`src/rtl/traffic_phaser.sv`:
```
module traffic_phaser #(
  parameter int FW = 6
) (
  input  logic            clk,
  input  logic            rst,
  input  logic            run_en,
  input  logic            tick,
  input  logic [3*FW-1:0] dwell_cfg,
  output logic            lamp_red,
  output logic            lamp_yellow,
  output logic            lamp_green,
  output logic            fault,
  output logic [1:0]      phase
);

  typedef enum logic [1:0] {
    PH_RED   = 2'b00,
    PH_GREEN = 2'b01,
    PH_YEL   = 2'b10,
    PH_ERR   = 2'b11
  } phase_t;

  phase_t        st;
  logic [FW-1:0] cnt;
  logic          blink;

  logic [FW-1:0] dur_red, dur_green, dur_yel, dur_cur;
  logic [FW:0]   elapsed;
  logic          counted, cfg_bad, expired;

  assign dur_red   = dwell_cfg[3*FW-1:2*FW];
  assign dur_green = dwell_cfg[2*FW-1:FW];
  assign dur_yel   = dwell_cfg[FW-1:0];

  assign cfg_bad = (dur_red == '0) || (dur_green == '0) || (dur_yel == '0);
  assign counted = run_en & tick;

  always_comb begin
    case (st)
      PH_RED:   dur_cur = dur_red;
      PH_GREEN: dur_cur = dur_green;
      PH_YEL:   dur_cur = dur_yel;
      default:  dur_cur = '0;
    endcase
  end

  assign elapsed = {1'b0, cnt} + 1'b1;
  assign expired = elapsed >= {1'b0, dur_cur};

  always_ff @(posedge clk) begin
    if (rst) begin
      st    <= PH_RED;
      cnt   <= '0;
      blink <= 1'b0;
    end else if (st != PH_ERR && cfg_bad) begin
      st    <= PH_ERR;
      cnt   <= '0;
      blink <= 1'b0;
    end else if (st == PH_ERR) begin
      if (counted) begin
        if (cfg_bad) begin
          blink <= ~blink;
        end else begin
          st    <= PH_RED;
          cnt   <= '0;
          blink <= 1'b0;
        end
      end
    end else if (counted) begin
      if (expired) begin
        cnt <= '0;
        case (st)
          PH_RED:   st <= PH_GREEN;
          PH_GREEN: st <= PH_YEL;
          default:  st <= PH_RED;
        endcase
      end else begin
        cnt <= elapsed[FW-1:0];
      end
    end
  end

  assign lamp_red    = (st == PH_RED);
  assign lamp_green  = (st == PH_GREEN);
  assign lamp_yellow = (st == PH_YEL) || (st == PH_ERR && blink);
  assign fault       = (st == PH_ERR);
  assign phase       = st;

  p_lamp_onehot_r2: assert property (@(posedge clk) disable iff (rst)
    (st != PH_ERR) |-> $countones({lamp_red, lamp_yellow, lamp_green}) == 1);

  p_err_dark_r8: assert property (@(posedge clk) disable iff (rst)
    fault |-> (!lamp_red && !lamp_green));

  p_bad_cfg_r7: assert property (@(posedge clk) disable iff (rst)
    cfg_bad |=> fault);

  p_pause_hold_r6: assert property (@(posedge clk) disable iff (rst)
    (!counted && !cfg_bad && st != PH_ERR) |=> ($stable(st) && $stable(cnt)));

  p_recover_r9: assert property (@(posedge clk) disable iff (rst)
    (fault && counted && !cfg_bad) |=> (phase == 2'b00 && cnt == '0 && !fault));

  p_blink_r8: assert property (@(posedge clk) disable iff (rst)
    (fault && counted && cfg_bad) |=> (fault && lamp_yellow != $past(lamp_yellow)));

endmodule

```
`config.mk`:
```
export PLATFORM = sky130hd
export DESIGN_NAME = traffic_phaser
export DESIGN_NICKNAME = d
export VERILOG_FILES = /design/src/rtl/traffic_phaser.sv
export SDC_FILE = /design/constraint.sdc
export NUM_CORES = 1
export LEC_CHECK = 0
export ABC_AREA = 1
export CAP_MARGIN = 20
export CORE_UTILIZATION = 47
export DETAILED_ROUTE_END_ITERATION = 7
export GPL_TIMING_DRIVEN = 1
export PLACE_DENSITY = 0.83
export SYNTH_ARGS = -nofsm -noshare
export SYNTH_HDL_FRONTEND = slang
export SYNTH_SLANG_ARGS = --single-unit
```
`constraint.sdc`:
```
create_clock -name clk -period 3.8 [get_ports clk]
set_input_delay 0.38 -clock clk [delete_from_list [all_inputs] [get_ports clk]]
set_output_delay 0.38 -clock clk [all_outputs]
set_load 0.01 [all_outputs]
```
==> results.cfg <==
[sta]
hold_viol = 0
maxSlewHeadroom = 0.718
fmax_mhz = 441
fin_worst_skew_ps = 3.46
setup_ws_ps = 1530
rsz0062_at_grt = no
tightest_slew_ps = 421
drv_slew = 0
fin_crit_sh = 0.596
tns_ps = 0
setup_viol = 0
period_minus_slack_ps = 2270

[worst_hold_path]
hold_path_end = cnt[5]
hold_class = reg -> reg
min_from = cnt[5]
hold_depth = 2

[synth]
syn_area_um2 = 782
yosys_register_bits = 9
syn_inst = 123
ys_seq_area_frac = 0.230
yosys_warnings = 0
synth_nets = 152
avgSynthCellArea_um2 = 6.36
synth.distinct_cells = 17

[placement]
dp_hpwl_mm = 1.59
io_buffer_count = 27
dpl_cell_area_um2 = 1070
gp_congestion = 0.828
dpl.cell_count = 166
detailedPlace.worstSlack_ps = 1570

[setup_path]
timing.rr.start = phase[0]
cp.depth = 12
r2r_slack_ps = 1530
critPathCaptureType = register
setup.worst_path.start_class = register
crit_buf_inv = 1
max_stage_delay_ps = 460
crit_family = simple AND/OR/NAND/NOR gates
crit_chain = inv_1, nor2_1, a22o_1, a21oi_1, ha_1, nand3_1, nand3_1, nor2_2, nand2_2, nor2_4, nand2_1, a21oi_1
reg2reg_to = cnt[4]
slowest_stage = dfxtp_1
r2r_cells = 12
crit_required_ps = 4010
criticalPathCategory = reg -> reg
crit_arrival_ps = 2480
path_max_fanout = 8

[drt]
drt-met1-wl_um = 836
avgRoutedWirePerCell_um = 11.3
wl_met3_um = 100
dr.pass1.iters = 4
wirelength_mm = 1.91
via_per_inst = 5.31
antenna_left = 0
drc = 0
wl_met2_um = 921
drt_iter0_drc = 29
top_layer = met4
vias = 903

[clock_network]
h-tree-depth = 1
ctsHoldBuffers = 0
tritoncts = yes
clock-sinks = 9
ctsLongestPathBuffers = 2
clkLatencyLatePin_ps = 280
clock-root-buffer = clkbuf_4
cts_resized = 0
clkTransAtPathRegs_ps = 60
cts_setup_buffers = 0
cts_made_buffers = 3

[global_route]
antenna_found_initial = 0
grt_pass1_wl_mm = 3.35
grt_pass1_vias = 844
overflow = 0
grt_usage = 0.245
grt_max_degree = 9

[floorplan]
die_w_um = 42.8
die_y_um = 42.8
start_util = 0.513
row_count = 14
io_pins = 28
dieArea_um2 = 1830
core_um2 = 1520

[cells_and_area]
diodes = 0
post-route-cell-area_um2 = 1100
fill_cells = 142
final_cells = 170
nets = 184
syn2layout_area_growth_pct = 40.5
drive_above_1_share = 0.0649

[outcome]
outcome = finished clean

[power_and_ir_drop]
leakage_uw = 0.000481
ir_drop_v = 0.000112
p_per_area_nw_per_um2 = 215
totalPowerFinal_uw = 236

[run]
maxCapViolCount = 0
==> power by group <==
part | internal (uW) | leakage (uW) | switching (uW)
Combinational | 32.6 | 0.000393 | 25.2
Clock | 40.8 | 0.0000150 | 38.9
Sequential | 95.9 | 0.0000727 | 2.48
==> worst register-to-register path, cell delays in order (launching register included) <==
cell and delay [ps]:
dfxtp_1 460, inv_1 90, nor2_1 340, a22o_1 210, a21oi_1 40, ha_1 320, nand3_1 90, nand3_1 90
nor2_2 120, nand2_2 90, nor2_4 150, nand2_1 70, a21oi_1 130
==> synth_stat cells <==
library cell | count | area, um2
a21oi_1 | 14 | 70.1
a22o_1 | 5 | 43.8
and3_1 | 1 | 6.26
dfxtp_1 | 9 | 180
ha_1 | 7 | 87.6
inv_1 | 12 | 45.0
inv_2 | 1 | 3.75
nand2_1 | 27 | 101
nand2_2 | 3 | 18.8
nand3_1 | 14 | 70.1
nand3b_1 | 1 | 7.51
nor2_1 | 17 | 63.8
nor2_2 | 2 | 12.5
nor2_4 | 1 | 11.3
nor3_1 | 1 | 5.00
o21ai_0 | 4 | 20.0
xor2_1 | 4 | 35.0
==> placed cells by master (no fill, tap or decap) <==
master	instances
nand2_1	27
clkdlybuf4s50_1	27
nor2_1	17
nand3_1	14
a21oi_1	14
inv_1	12
dfxtp_1	9
ha_1	7
a22o_1	5
xor2_1	4
o21ai_0	4
nand2_2	3
clkbuf_4	3
nor2_2	2
inv_2	1
nand3b_1	1
and3_1	1
nor3_1	1
nor2_4	1
clkbuf_1	1
==> flip-flops by register name, summed over array words and instances, names as in the netlist <==
name   cells
blink      1
cnt        6
phase      2
==> area by class of cell <==
class,instances,area [um2],share of cell area
Tap cell,16,20.0,0.0182
Timing Repair Buffer,27,270,0.246
Clock buffer,4,26.3,0.0239
Sequential cell,9,180,0.164
Inverter,13,48.8,0.0444
Multi-Input combinational cell,101,553,0.503
==> logic make-up (layout without fill, tap and decap cells) <==
group,count (synthesis),after routing,synth area share
buf+inv,13,44,0.0624
xor+xnor,4,4,0.0448
simple gates,67,67,0.379
compound gates,23,23,0.171
flops,9,9,0.230
fa+ha+maj,7,7,0.112
==> routing by layer <==
metal	GRT usage	up-vias
met5	0	-
met4	0.156	0
met3	0.0553	5
met2	0.415	31
met1	0.272	394
li1	-	473
==> metrics by stage <==
step / util / hold WS, ps
after floorplan: - / 445
after global placement: 0.704 / 457
after detailed placement: 0.704 / 472
after CTS: 0.721 / 481
after global routing: 0.721 / 491
final: 0.721 / 473
==> how the worst max path moves through the flow <==
| stage | startpoint | end |
|---|---|---|
| 3_5_place_dp | phase[0] | cnt[4] |
| 2_1_floorplan | phase[0] | cnt[2] |
| 3_3_place_gp | dwell_cfg[10] | cnt[2] |
| 6_report | phase[0] | cnt[4] |
| 5_1_grt | phase[0] | cnt[3] |
| 4_1_cts | phase[0] | cnt[4] |
(Power assumes the default switching activity.)
